==> src/rtl/wdt_cc_pkg.sv <==
package wdt_cc_pkg;
   localparam int STAGE_W  = 2;
   localparam int SEL_W    = 2;
   localparam int SEL_STEP = 2;
   localparam int NUM_SEL  = 2 ** SEL_W;

   typedef enum logic [1:0] {
      WDA_CTRL  = 2'd0,
      WDA_CLEAR = 2'd1,
      WDA_ACK   = 2'd2,
      WDA_SPARE = 2'd3
   } wd_addr_e;

   typedef struct packed {
      logic             rst_mode;
      logic [SEL_W-1:0] tsel;
   } wd_ctrl_t;

   localparam wd_ctrl_t CTRL_RESET = '{rst_mode: 1'b1, tsel: '0};
endpackage

==> src/rtl/wdt_cc_regs.sv <==
module wdt_cc_regs
   import wdt_cc_pkg::*;
#(
   parameter logic [7:0] CLEAR_CODE = 8'h4E
) (
   input  logic       clk,
   input  logic       rst_n,
   input  logic       reg_we,
   input  logic [1:0] reg_addr,
   input  logic [7:0] reg_wdata,
   output wd_ctrl_t   ctrl,
   output logic       clr_hit,
   output logic       ack_hit
);
   wd_ctrl_t ctrl_q;
   logic     ctrl_wr;

   assign ctrl_wr = reg_we && (reg_addr == WDA_CTRL);
   assign clr_hit = reg_we && (reg_addr == WDA_CLEAR) && (reg_wdata == CLEAR_CODE);
   assign ack_hit = reg_we && (reg_addr == WDA_ACK);

   always_ff @(posedge clk or negedge rst_n) begin
      if (!rst_n) begin
         ctrl_q <= CTRL_RESET;
      end else if (ctrl_wr) begin
         ctrl_q.tsel     <= reg_wdata[SEL_W-1:0];
         ctrl_q.rst_mode <= reg_wdata[SEL_W];
      end
   end

   assign ctrl = ctrl_q;
endmodule

==> src/rtl/wdt_cc_prescaler.sv <==
module wdt_cc_prescaler
   import wdt_cc_pkg::*;
#(
   parameter int DIV_W = 23
) (
   input  logic             clk,
   input  logic             rst_n,
   input  logic             run,
   input  logic [SEL_W-1:0] tsel,
   output logic             tick
);
   logic [DIV_W-1:0]   div_q;
   logic [NUM_SEL-1:0] code_tick;

   always_ff @(posedge clk or negedge rst_n) begin
      if (!rst_n)   div_q <= '0;
      else if (run) div_q <= div_q + 1'b1;
   end

   for (genvar c = 0; c < NUM_SEL; c++) begin : g_tap
      localparam int K = DIV_W - SEL_STEP * c;
      assign code_tick[c] = &div_q[K-1:0];
   end

   assign tick = run && code_tick[tsel];
endmodule

==> src/rtl/wdt_cc_stages.sv <==
module wdt_cc_stages #(
   parameter int STAGE_W = 2
) (
   input  logic               clk,
   input  logic               rst_n,
   input  logic               tick,
   input  logic               clear,
   output logic               ovf,
   output logic [STAGE_W-1:0] cnt
);
   logic [STAGE_W-1:0] cnt_q;

   always_ff @(posedge clk or negedge rst_n) begin
      if (!rst_n)     cnt_q <= '0;
      else if (clear) cnt_q <= '0;
      else if (tick)  cnt_q <= cnt_q + 1'b1;
   end

   assign ovf = tick && !clear && (&cnt_q);
   assign cnt = cnt_q;
endmodule

==> src/rtl/wdt_clearcode.sv <==
module wdt_clearcode
   import wdt_cc_pkg::*;
#(
   parameter int         PERIOD_LOG2_MAX = 25,
   parameter logic [7:0] CLEAR_CODE      = 8'h4E
) (
   input  logic       clk,
   input  logic       rst_n,
   input  logic       lp_hold,
   input  logic       reg_we,
   input  logic [1:0] reg_addr,
   input  logic [7:0] reg_wdata,
   output logic       wdt_rst_req,
   output logic       wdt_irq_req
);
   localparam int DIV_W = PERIOD_LOG2_MAX - STAGE_W;

   if (DIV_W - SEL_STEP * (NUM_SEL - 1) < 1) begin : g_bad_period
      $error("PERIOD_LOG2_MAX too small for the shortest period code");
   end
   if (PERIOD_LOG2_MAX > 40) begin : g_bad_width
      $error("PERIOD_LOG2_MAX too large");
   end

   wd_ctrl_t           ctrl_q;
   logic               clr_hit, ack_hit, tick, ovf, run;
   logic               mode_rst;
   logic [STAGE_W-1:0] stage_cnt;
   logic               rst_q, irq_q;

   assign run      = !lp_hold;
   assign mode_rst = ctrl_q.rst_mode;

   wdt_cc_regs #(.CLEAR_CODE(CLEAR_CODE)) u_regs (
      .clk(clk), .rst_n(rst_n), .reg_we(reg_we), .reg_addr(reg_addr),
      .reg_wdata(reg_wdata), .ctrl(ctrl_q), .clr_hit(clr_hit), .ack_hit(ack_hit)
   );

   wdt_cc_prescaler #(.DIV_W(DIV_W)) u_div (
      .clk(clk), .rst_n(rst_n), .run(run), .tsel(ctrl_q.tsel), .tick(tick)
   );

   wdt_cc_stages #(.STAGE_W(STAGE_W)) u_stg (
      .clk(clk), .rst_n(rst_n), .tick(tick), .clear(clr_hit),
      .ovf(ovf), .cnt(stage_cnt)
   );

   always_ff @(posedge clk or negedge rst_n) begin
      if (!rst_n) begin
         rst_q <= 1'b0;
         irq_q <= 1'b0;
      end else begin
         rst_q <= ovf && mode_rst;
         if (ovf && !mode_rst)        irq_q <= 1'b1;
         else if (clr_hit || ack_hit) irq_q <= 1'b0;
      end
   end

   assign wdt_rst_req = rst_q;
   assign wdt_irq_req = irq_q;
endmodule

==> config.mk <==
export PLATFORM = sky130hd
export DESIGN_NAME = wdt_clearcode
export DESIGN_NICKNAME = d
export VERILOG_FILES = /design/src/rtl/wdt_cc_pkg.sv /design/src/rtl/wdt_cc_regs.sv /design/src/rtl/wdt_cc_prescaler.sv /design/src/rtl/wdt_cc_stages.sv /design/src/rtl/wdt_clearcode.sv
export SDC_FILE = /design/constraint.sdc
export NUM_CORES = 1
export LEC_CHECK = 0
export ABC_AREA = 1
export ABC_CLOCK_PERIOD_IN_PS = 3000
export BUFFER_PORTS_ARGS = -buffer_cell sky130_fd_sc_hd__buf_4
export CAP_MARGIN = 20
export CORE_AREA = 3 3 58 60
export DETAILED_ROUTE_END_ITERATION = 16
export DIE_AREA = 0 0 61 63
export PLACE_DENSITY = 0.83
export SYNTH_ARGS = -nofsm -noshare
export SYNTH_HDL_FRONTEND = slang
export SYNTH_SLANG_ARGS = --single-unit
==> constraint.sdc <==
create_clock -name clk -period 3 [get_ports clk]
set_input_delay 0.6 -clock clk [delete_from_list [all_inputs] [get_ports clk]]
set_output_delay 0.6 -clock clk [all_outputs]
set_load 0.02 [all_outputs]
Yosys cells after proc, flatten, opt, wreduce, memory -nomap -nowiden
Index checks and enable logic that the tools add are counted.
{"block": "word_totals", "ff_bits": 30, "latch_bits": 0, "ram_bits": 0, "romBits": 0, "inputBits": 14, "out_inout_bits": 2, "memories": 0}
{"block": "classes", "n_addsub": 2, "multipliers": 0, "div": 0, "n_lt_le_gt_ge": 1, "eq_ne": 3, "n_shift": 0, "muxes": 6, "bitwise_logic": 0, "reduce_logical": 21}
{"operator": "$add 23x1->23 const B", "count": 1}
{"operator": "$reduce_and 23->1", "count": 1}
{"operator": "$reduce_and 21->1", "count": 1}
{"operator": "$reduce_and 19->1", "count": 1}
{"operator": "$reduce_and 17->1", "count": 1}
{"operator": "$logic_and 1x1->1", "count": 9}
{"operator": "$eq 8x7->1 const B", "count": 1}
{"operator": "$mux 2", "count": 2}
{"operator": "$reduce_bool 2->1", "count": 2}
{"operator": "$logic_not 1->1", "count": 3}
{"operator": "$lt 2x3->1 const B", "count": 1}
{"operator": "$mux 1", "count": 3}
{"operator": "$add 2x1->2 const B", "count": 1}
{"operator": "$bmux 1 s2", "count": 1}
{"operator": "$eq 2x1->1 const B", "count": 1}
{"operator": "$eq 2x2->1 const B", "count": 1}
{"operator": "$logic_not 2->1", "count": 1}
{"operator": "$reduce_and 2->1", "count": 1}
{"operator": "$logic_or 1x1->1", "count": 1}

Logic depth before layout (Yosys ltp)
Gate-level depths: netlist of run 1.
{"block": "depth", "word_depth": 8, "ltp_mapped": 12, "mapped_depth_nobuf": 12}

By module
Synthesis of run 1 repeated with hierarchy kept, for this count alone.
{"block": "unflattened", "cells_unflattened": 202, "hier_area_um2": 1662.8}
{"module": "wdt_cc_prescaler", "n_inst": 1, "cells_each": 150, "area_per_inst_um2": 1288.7}
{"module": "wdt_cc_regs", "n_inst": 1, "cells_each": 28, "area_per_inst_um2": 181.4}
{"module": "wdt_cc_stages", "n_inst": 1, "cells_each": 13, "area_per_inst_um2": 107.6}
{"module": "wdt_clearcode", "n_inst": 1, "cells_each": 11, "area_per_inst_um2": 85.1}

Worst setup path after synthesis of run 1
No wires, ideal clock.
{"block": "synth_timing", "kind": "input port to flip-flop", "start": "input port lp_hold", "end": "register u_div.div_q[21]", "arrival_ns": 1.497, "path_slack_ns": 1.386, "path_stages": 7, "path_buffers": 1, "cell_sequence": "buf_2 nor2_2 nand3_2 nor3_2 nand3_1 o21ai_1 inv_1"}
{"item": "start: declaration", "line_no": "wdt_clearcode.sv:9", "source": "input logic lp_hold,"}
{"item": "end signal: assignment", "line_no": "wdt_cc_prescaler.sv:17", "source": "else if (run) div_q <= div_q + 1'b1;"}
{"item": "end: declaration", "line_no": "wdt_cc_prescaler.sv:12", "source": "logic [DIV_W-1:0] div_q;"}

Worst setup path after layout of run 1
{"block": "layout_timing", "start": "register u_div.div_q[0]", "end": "register u_stg.cnt_q[1] (netlist: u_stg.cnt[1])"}
{"block": "layout_between", "elab_chain_cells": 5, "elab_cells_between_ends": 8}
{"item": "$reduce_and 23->1, or another cell as far along", "line_no": "wdt_cc_prescaler.sv:22", "source": "assign code_tick[c] = &div_q[K-1:0];"}
{"item": "$bmux 1 s2 (*)", "line_no": "wdt_cc_prescaler.sv:25", "source": "assign tick = run && code_tick[tsel];"}
{"item": "$mux 1 (not written as such) (*)", "line_no": "wdt_cc_prescaler.sv:25"}
{"item": "$logic_and 1x1->1 (*)", "line_no": "wdt_cc_prescaler.sv:25"}
{"item": "$reduce_bool 2->1 (no source line) (*)"}
{"item": "end signal: assignment", "line_no": "wdt_cc_stages.sv:16", "source": "else if (tick) cnt_q <= cnt_q + 1'b1;"}
{"item": "end: declaration", "line_no": "wdt_cc_stages.sv:11", "source": "logic [STAGE_W-1:0] cnt_q;"}
Every way passes the cells marked *; elsewhere a longest branch is shown, timed or not. The select of a mux whose other input is x is not followed.
A chain may end at the register's enable or synchronous reset.

==> metrics, run 1 <==
status complete, no violations; crit path cell chain ha_1 -> nand3_1 -> inv_1 -> nand2_4 -> nor2_4 -> ha_1 -> a21oi_1 -> nand2_1 -> nand2_2 -> nor2_4 -> nand3_1 -> nand2_1; commonest non-fill, non-tap cell in the layout nand2_1; clk_lat worst skew 0.32 ns; Reg-to-Reg Start u_div.div_q[0]$_DFFE_PN0N_; Avg Cell Area, Syn approximately 8.5 um^2; NetSw 0.000303 W; largest net degree at the start of global routing 31; largest fanout on the critical path 5; Yosys cell types 28; Die Wd around 60 um; Max Freq 571 MHz; Site Rows 20; Buf+Inv Stages, Crit Path 1; critical path arrival 1.97 ns; post_cts resized 0; WS Path Type flop to flop; Async SR Flop Fraction 100%; CP required 3.22 ns; Worst-Margin Slew 0.354 ns; Slowest Stage Delay on Critical Path 0.42 ns; largest family of logic cells by synthesized area simple AND/OR/NAND/NOR gates; routed len/inst 11.3 um; met1 Use GR 19.7%; Pwr Density 548 mW/mm^2; Reg2Reg Setup Slack 1.25 ns; Crit. path cell count 12; Gate Count Post-Synth 188; initial antenna violation count 0; hold_ws 0.182 ns; worst r2r dst u_stg.cnt[1]$_DFFE_PN0P_; GPL Wtd Cong 0.890; register area share after synthesis 46.9%; Final Hold Viols 0; DIE HEIGHT about 63 um; Vias/cell 5.16; wirelength, routed 2.76 mm; max_slew headroom 76.4%; P_int 0.000690 W; xor/xnor share of the synthesized area 9.83%; Setup Fix Bufs, Post-CTS 0; DR iter-0 viols 38; HPWL after detailed placement ~2.2 mm; Max IR drop VDD 0.259 mV; min Tclk post-route 1.75 ns; CTS Buf Count 5; part of the power in the clock network 24.1%; cell area after synthesis approximately 0.0016 mm^2; RSZ-0062 raised after global routing no; Reg2Reg Depth 12; Critical Path Source Type flop; Sequential Power Share 54.6%; Comb pwr share 21.3%; port buffer count 15; area grow syn2layout 13.0%; # IOs 16; GRT Util Overall 17.1%; TNS Setup 0 ns; fin crit share 58.4%; Net count, final 226; met2 GRT Util about 28%; Post-Synth Adder-Cell Area 2.34%; GR peak layer met2; Final Max Tran Viols 0; H-tree levels 2; Simple-Gate Fraction of Synth Area just over 30%; Hold Crit Class primary input to asynchronous set/reset pin; CTS Hold Buffers Added 0; Synth Area in Compound Gates 2.89%; slowest stage cell, crit path dfrtp_1; first-pass GRT wire length 4.86 mm; post-synthesis sequential element count 30; Finish-stage setup viols 0; Post-synth EDFFs 0; Clock transition at path regs ~0.090 ns; ant diodes 0; fin util 60.9%; Initial Util 53.9%; vias in the first global route 1,233; syn_nets 205; DR vias 1,253; CTS sink cnt 30; core area between 0.002 and 0.003 mm^2; number of max-cap violations 0; CP Capture Type flop; leakage 0.959 nW; Sw Share 30.5%; grt ovf 0; Largest delay share family, worst path simple AND/OR/NAND/NOR gates; ys flop type dfrtp_1; routing usage on met3 6.20%; skew final between 0.007 and 0.008 ns; Root Buffer clkbuf_4; Routed Antenna Nets 0; synthesis warning total 0; First-pass DRT Iterations 4; DRC 0; layout cell share with drive strength beyond 1 19.0%; CTS tree yes; clock buffer depth 2; mux share of post-synthesis cell area 0%; most frequent cells in the layout nand2_1, inv_1, dfrtp_1, nand3_1, buf_4; DIE AREA 0.00384 mm^2
[power by group through the flow]
stage               Clock (W)  Sequential, W  Combinational (W)
floorplan                   0       0.000541           0.000151
global placement            0       0.000547           0.000199
detailed placement          0       0.000551           0.000216
CTS                  0.000248       0.000544           0.000216
global route         0.000272       0.000553           0.000242
finish               0.000239       0.000543           0.000211
[cell type report]
cell class | count | area (um^2)
Tap cell | 33 | 41.3
Multi-Input combinational cell | 127 | 734
Sequential cell | 30 | 752
Timing Repair Buffer | 15 | 113
Inverter | 30 | 113
Clock buffer | 7 | 55.1
Fill cell | 264 | 1160
Clock inverter | 1 | 5.00
[worst max-delay path by stage]
stage	from	end	slack [ns]
6_report	u_div.div_q[0]$_DFFE_PN0N_	u_stg.cnt[1]$_DFFE_PN0P_	1.25
5_1_grt	u_div.div_q[0]$_DFFE_PN0N_	u_stg.cnt[0]$_DFFE_PN0P_	1.03
4_1_cts	u_div.div_q[0]$_DFFE_PN0N_	u_stg.cnt[1]$_DFFE_PN0P_	1.23
3_5_place_dp	u_div.div_q[0]$_DFFE_PN0N_	u_stg.cnt[0]$_DFFE_PN0P_	1.24
3_3_place_gp	u_div.div_q[0]$_DFFE_PN0N_	wdt_irq_req$_DFFE_PN0P_	1.33
2_1_floorplan	lp_hold	u_div.div_q[21]$_DFFE_PN0N_	1.39
[flip-flops by register name, summed over array words and instances, names as in the netlist]
| signal | cells |
|---|---|
| u_regs.ctrl | 3 |
| wdt_irq_req | 1 |
| u_div.div_q | 23 |
| u_stg.cnt | 2 |
| wdt_rst_req | 1 |
[metrics by stage]
step                      worst slack (ns)  cells  total power [W]  area [um^2]
final                                 1.25    243         0.000993         1810
after global routing                  1.03    243          0.00107         1810
after CTS                             1.23    243          0.00101         1810
after global placement                1.33    235         0.000746         1750
after detailed placement              1.24    235         0.000767         1750
after floorplan                       1.39    188         0.000691         1600
[cell usage after synthesis (2+ instances only)]
library cell | n | share of area (%)
a21oi_1 | 3 | 0.94
dfrtp_1 | 29 | 45
nor2_1 | 13 | 3.0
nand3_1 | 19 | 5.9
xor2_1 | 9 | 4.9
nor3_1 | 6 | 1.9
nand4_1 | 2 | 0.78
nor4_1 | 6 | 2.3
nor2_4 | 3 | 2.1
o21ai_0 | 2 | 0.62
nand2_1 | 36 | 8.4
inv_1 | 29 | 6.8
nand2_2 | 6 | 2.3
ha_1 | 3 | 2.3
xnor2_1 | 9 | 4.9
[layer usage]
layer / vias up / part of all wire, % / wire length (um)
met5: - / 0 / 0
met1: 588 / 44 / 1230
li1: 635 / - / -
met4: 0 / 1.7 / 47
met2: 25 / 50 / 1370
met3: 5 / 4.2 / 117
[cell families (layout without fill, tap and decap cells)]
family                     Yosys count  count (layout)
and+or+nand+nor                     98              98
DFF                                 30              30
adders and majority gates            3               3
AOI/OAI and AO/OA                    8               8
buffers and inverters               31              53
xor gates and xnor gates            18              18
No activity file was read; power rests on OpenSTA's default activity.
==> run 2, diff against run 1 <==
--- a/config.mk
+++ b/config.mk
@@ -6,13 +6,13 @@
 export NUM_CORES = 1
 export LEC_CHECK = 0
 export ABC_AREA = 1
-export ABC_CLOCK_PERIOD_IN_PS = 3000
+export ABC_CLOCK_PERIOD_IN_PS = 1500
 export BUFFER_PORTS_ARGS = -buffer_cell sky130_fd_sc_hd__buf_4
 export CAP_MARGIN = 20
-export CORE_AREA = 3 3 58 60
+export CORE_AREA = 3 3 60 62
 export DETAILED_ROUTE_END_ITERATION = 16
-export DIE_AREA = 0 0 61 63
-export PLACE_DENSITY = 0.83
+export DIE_AREA = 0 0 63 65
+export PLACE_DENSITY = 0.81
 export SYNTH_ARGS = -nofsm -noshare
 export SYNTH_HDL_FRONTEND = slang
 export SYNTH_SLANG_ARGS = --single-unit
==> constraint.sdc (replaced) <==
create_clock -name clk -period 1.5 [get_ports clk]
set_input_delay 0.3 -clock clk [delete_from_list [all_inputs] [get_ports clk]]
set_output_delay 0.3 -clock clk [all_outputs]
set_load 0.02 [all_outputs]
==> metrics, run 2 (synthesis gave the netlist of run 1 again) <==
status complete, but fails checks; failing checks setup timing; CTS tree yes; routed len/inst 10.5 um; met2 GRT Util 30.3%; Worst-Margin Slew 0.368 ns; largest net degree at the start of global routing 31; Clock transition at path regs 0.09 ns; core area 0.00308 mm^2; min Tclk post-route around 1.6 ns; initial antenna violation count 0; met1 Use GR roughly a fifth; Net count, final 254; wirelength, routed 2.98 mm; vias in the first global route 1,349; fin crit share 104%; Root Buffer clkbuf_4; port buffer count 15; ant diodes 0; WS Path Type flop to flop; critical path arrival 1.82 ns; crit path cell chain ha_2 -> nand3_2 -> inv_2 -> nand2_4 -> nor2_4 -> ha_4 -> a21oi_2 -> nand2_2 -> nand2_2 -> nor2_4 -> nand2_1 -> o21ai_2; # IOs 16; fin util between 60% and 70%; CTS sink cnt 30; Max IR drop VDD 0.623 mV; layout cell share with drive strength beyond 1 31.9%; DRC 0; DR iter-0 viols 40; largest fanout on the critical path 5; Vias/cell 4.83; Critical Path Source Type flop; fillers 265; grt ovf 0; H-tree levels 2; Buf+Inv Stages, Crit Path 1; CP required 1.77 ns; GRT Util Overall 17.3%; GR peak layer met2; DR vias 1,362; Overall Power 0.00218 W; RSZ-0062 raised after global routing yes; routing usage on met3 6.24%; Final Hold Viols 0; skew final 0.00400 ns; max_slew headroom 75.5%; clk_lat worst skew 0.33 ns; Site Rows 20; GPL Wtd Cong 0.793; DP Worst Slack -0.134 ns; First-pass DRT Iterations 5; Initial Util a little over half; slowest stage cell, crit path dfrtp_1; Routed Antenna Nets 0; final worst slack -0.0564 ns; most frequent cells in the layout buf_4, nand2_1, dfrtp_1, inv_1, nand3_1; Largest delay share family, worst path simple AND/OR/NAND/NOR gates; number of max-cap violations 0; Pwr Density 1050 mW/mm^2; Slowest Stage Delay on Critical Path 0.37 ns; max reg flops 23; first-pass GRT wire length 5.47 mm; HPWL after detailed placement ~2.3 mm; Final Max Tran Viols 0; Hold Crit Class primary input to flop; DIE HEIGHT 65 um; DIE AREA between 0.004 and 0.005 mm^2; commonest non-fill, non-tap cell in the layout buf_4; TNS Setup -0.183 ns; Max Freq 643 MHz; largest register by flop count u_div.div_q; Finish-stage setup viols 5; area grow syn2layout 29.5%; hold_ws 0.244 ns; CTS Buf Count 5; Die Wd between 60 and 70 um; clock buffer depth 2; CP Capture Type flop; leakage between 1 and 1.5 nW
-- run 2: through the flow --
stage	instance area [um^2]	cells
final	2080	282
after global routing	2080	282
after CTS	2060	281
after detailed placement	1950	270
after global placement	1950	270
after floorplan	1610	188
-- run 2: worst paths after layout --
kind                                            start                    endpoint  depth (start not counted)  slack (ns)
setup / recovery           u_div.div_q[1]$_DFFE_PN0N_    u_stg.cnt[0]$_DFFE_PN0P_                         12       -0.06
hold / removal                           reg_wdata[0]  u_regs.ctrl[0]$_DFFE_PN0P_                          3        0.24
setup reg to reg           u_div.div_q[1]$_DFFE_PN0N_    u_stg.cnt[0]$_DFFE_PN0P_                         12       -0.06
hold reg to reg            u_regs.ctrl[1]$_DFFE_PN0P_  u_regs.ctrl[1]$_DFFE_PN0P_                          2        0.49
max in group asynchronous                       rst_n  u_regs.ctrl[2]$_DFFE_PN1P_                          2        0.76
min in group asynchronous                       rst_n  u_div.div_q[8]$_DFFE_PN0N_                          2        0.43
-- run 2: where the power goes --
group / internal [W] / leakage (nW) / total, W / switching [W]
Sequential: 0.000955 / 0.378 / 0.00107 / 0.000117
Combinational: 0.000328 / 0.681 / 0.000605 / 0.000277
Clock: 0.000227 / 0.0353 / 0.000500 / 0.000273
-- run 2: routing by layer --
layer	vias up	wire length (um)	share of wire, %
li1	695	-	-
met1	632	1290	43
met2	30	1480	50
met3	5	148	5.0
met4	0	58	1.9
met5	-	0	0
-- run 2: area by class of cell --
cell class / instances / area [um^2] / share of cell area, %
well taps: 44 / 55.1 / 2.65
flip-flops and latches: 30 / 752 / 36.2
repair buffers: 43 / 325 / 15.7
clock buffers: 7 / 55.1 / 2.65
multi-input cells: 127 / 772 / 37.2
inverters: 30 / 113 / 5.42
clock inverters: 1 / 5.00 / 0.241
-- run 2: repair_timing --
action,4_1_cts,5_1_grt
endpoints found under the hold margin,29,0
resized for setup,3,4
pin swaps,3,2
endpoints found under the setup margin,4,12
buffers inserted,2,1
hold buffers,1,0
-- run 2: worst register-to-register path, cell delays in order (launching register included) --
cell and delay, ns:
dfrtp_1 0.37, ha_2 0.20, nand3_2 0.09, inv_2 0.08
nand2_4 0.07, nor2_4 0.11, ha_4 0.13, a21oi_2 0.05
nand2_2 0.07, nand2_2 0.06, nor2_4 0.11, nand2_1 0.07
o21ai_2 0.10
==> run 3, diff against run 2 <==
--- a/config.mk
+++ b/config.mk
@@ -9,10 +9,12 @@
 export ABC_CLOCK_PERIOD_IN_PS = 1500
 export BUFFER_PORTS_ARGS = -buffer_cell sky130_fd_sc_hd__buf_4
 export CAP_MARGIN = 20
-export CORE_AREA = 3 3 60 62
+export CELL_PAD_IN_SITES_DETAIL_PLACEMENT = 0
+export CELL_PAD_IN_SITES_GLOBAL_PLACEMENT = 1
+export CORE_AREA = 3 3 69 71
 export DETAILED_ROUTE_END_ITERATION = 16
-export DIE_AREA = 0 0 63 65
-export PLACE_DENSITY = 0.81
+export DIE_AREA = 0 0 72 74
+export PLACE_DENSITY = 0.8
 export SYNTH_ARGS = -nofsm -noshare
 export SYNTH_HDL_FRONTEND = slang
 export SYNTH_SLANG_ARGS = --single-unit
==> metrics, run 3 (synthesis gave the netlist of run 1 again) <==
Routed Antenna Nets 0; CTS tree yes; DRC 0; Site Rows 24; WS Path Type flop to flop; port buffer count 15; leakage 1.18 nW; Critical Path Source Type flop; number of max-cap violations 0; First-pass DRT Iterations 4; min Tclk post-route roughly 1.6 ns; Root Buffer clkbuf_8; Comb pwr share 26.9%; HPWL after detailed placement 2.37 mm; part of the power in the clock network between 20% and 30%; most frequent cells in the layout buf_4, nand2_1, dfrtp_1, inv_1, nand3_1; Final Hold Viols 0; fin crit share 106%; CP Capture Type flop; critical path arrival 1.81 ns; Max IR drop VDD roughly 0.57 mV; Finish-stage setup viols 10; # IOs 16; RSZ-0062 raised after global routing yes; clk_lat worst skew 0.28 ns; commonest non-fill, non-tap cell in the layout buf_4; fillers 407; first-pass GRT wire length between 5 and 6 mm; CP required about 1.7 ns; TNS Setup -0.556 ns; area grow syn2layout 39.5%; max reg flops 23; CTS sink cnt 30; H-tree levels 2; Die Wd 72 um; Net count, final 258; max_slew headroom ~74%; Sw Share a little over 30%; Worst-Margin Slew 0.384 ns; Clock transition at path regs 0.06 ns; core area 0.00429 mm^2; failing checks setup timing; routed len/inst 11.0 um; layout cell share with drive strength beyond 1 36.5%; largest fanout on the critical path 4; wirelength, routed 3.21 mm; Final Max Tran Viols 0; Overall Power 0.00231 W; instance area at placement 0.00199 mm^2; vias in the first global route 1,282; GPL Wtd Cong ~0.78; largest net degree at the start of global routing 31; largest register by flop count u_div.div_q; DIE AREA 0.00533 mm^2; initial antenna violation count 0; fin util 52.1%; P_int 0.00160 W; status complete, but fails checks; Max Freq ~630 MHz; Vias/cell 4.55; Pwr Density 1030 mW/mm^2; Initial Util a little under two fifths; Sequential Power Share 47.1%; DIE HEIGHT 74 um; DR iter-0 viols 40; final worst slack -0.0970 ns; clock buffer depth 2; post-route cell area 0.00224 mm^2; ant diodes 0; grt ovf 0; CTS Buf Count 5; DR vias 1,333; Hold Crit Class primary input to flop; GRT Util Overall 13.5%; skew final 0.00380 ns; DP Worst Slack -0.137 ns; NetSw 0.000706 W
## run 3: cell types whose count changed in the layout (fill, tap and decap cells not counted), moves of 3 or more
cell	before	now
buf_4	42	45
clkbuf_4	5	0
nand3_1	18	15
clkbuf_8	1	5
## run 3: area by class of cell
class	instances	area, um^2	share of cell area, %
flip-flops and latches	30	752	33.6
repair buffers	47	359	16.0
clock inverters	2	10.0	0.447
multi-input cells	127	871	38.9
inverters	30	113	5.03
clock buffers	5	68.8	3.07
well taps	52	65.1	2.91
## run 3: worst paths after layout
path / from / end / slack [ns] / cells after the start
min: reg_wdata[0] / u_regs.ctrl[0]$_DFFE_PN0P_ / 0.29 / 3
min reg2reg: u_regs.ctrl[2]$_DFFE_PN1P_ / u_regs.ctrl[2]$_DFFE_PN1P_ / 0.50 / 2
max reg2reg: u_div.div_q[1]$_DFFE_PN0N_ / u_stg.cnt[0]$_DFFE_PN0P_ / -0.1 / 12
max in group asynchronous: rst_n / u_regs.ctrl[2]$_DFFE_PN1P_ / 0.70 / 2
min in group asynchronous: rst_n / u_div.div_q[6]$_DFFE_PN0N_ / 0.48 / 2
max: u_div.div_q[1]$_DFFE_PN0N_ / u_stg.cnt[0]$_DFFE_PN0P_ / -0.1 / 12
## run 3: repair_timing
| action | in CTS | in global routing |
|---|---|---|
| buffers inserted | 3 | 2 |
| hold buffers | 1 | 0 |
| gates resized for setup | 5 | 20 |
| gates cloned | 0 | 0 |
| pin swaps | 8 | 14 |
| endpoints found under the hold margin | 29 | 0 |
| endpoints found under the setup margin | 5 | 13 |
## run 3: metal layers
metal  up-vias  track usage, %  share of wire (%)
met5         -               0                  0
met4         0            6.26                2.5
met3         7            3.92                3.6
met2        23            22.0                 47
met1       606            16.7                 47
li1        697               -                  -
## run 3: power groups by stage
| stage | clock network (W) | registers (W) | logic [W] |
|---|---|---|---|
| after global placement | 0 | 0.00107 | 0.000565 |
| after floorplan | 0 | 0.00108 | 0.000307 |
| after CTS | 0.000625 | 0.00107 | 0.000582 |
| after global routing | 0.000649 | 0.00111 | 0.000709 |
| after detailed placement | 0 | 0.00108 | 0.000575 |
| final | 0.000601 | 0.00109 | 0.000621 |
## run 3: worst max-delay path: stages, from the launching register on
cell,delay [ns]
dfrtp_1,0.40
ha_4,0.17
nand3_4,0.07
inv_2,0.07
nand2_4,0.05
nor2_4,0.14
ha_4,0.14
a21oi_2,0.04
nand2_1,0.09
nand2_2,0.07
nor2_4,0.13
nand2_2,0.06
o21ai_2,0.11
## run 3: through the flow
step,cells,hold WS (ns)
2_1_floorplan,188,0.00441
3_3_place_gp,281,0.251
3_5_place_dp,281,0.253
4_1_cts,292,0.286
5_1_grt,293,0.297
6_report,293,0.295
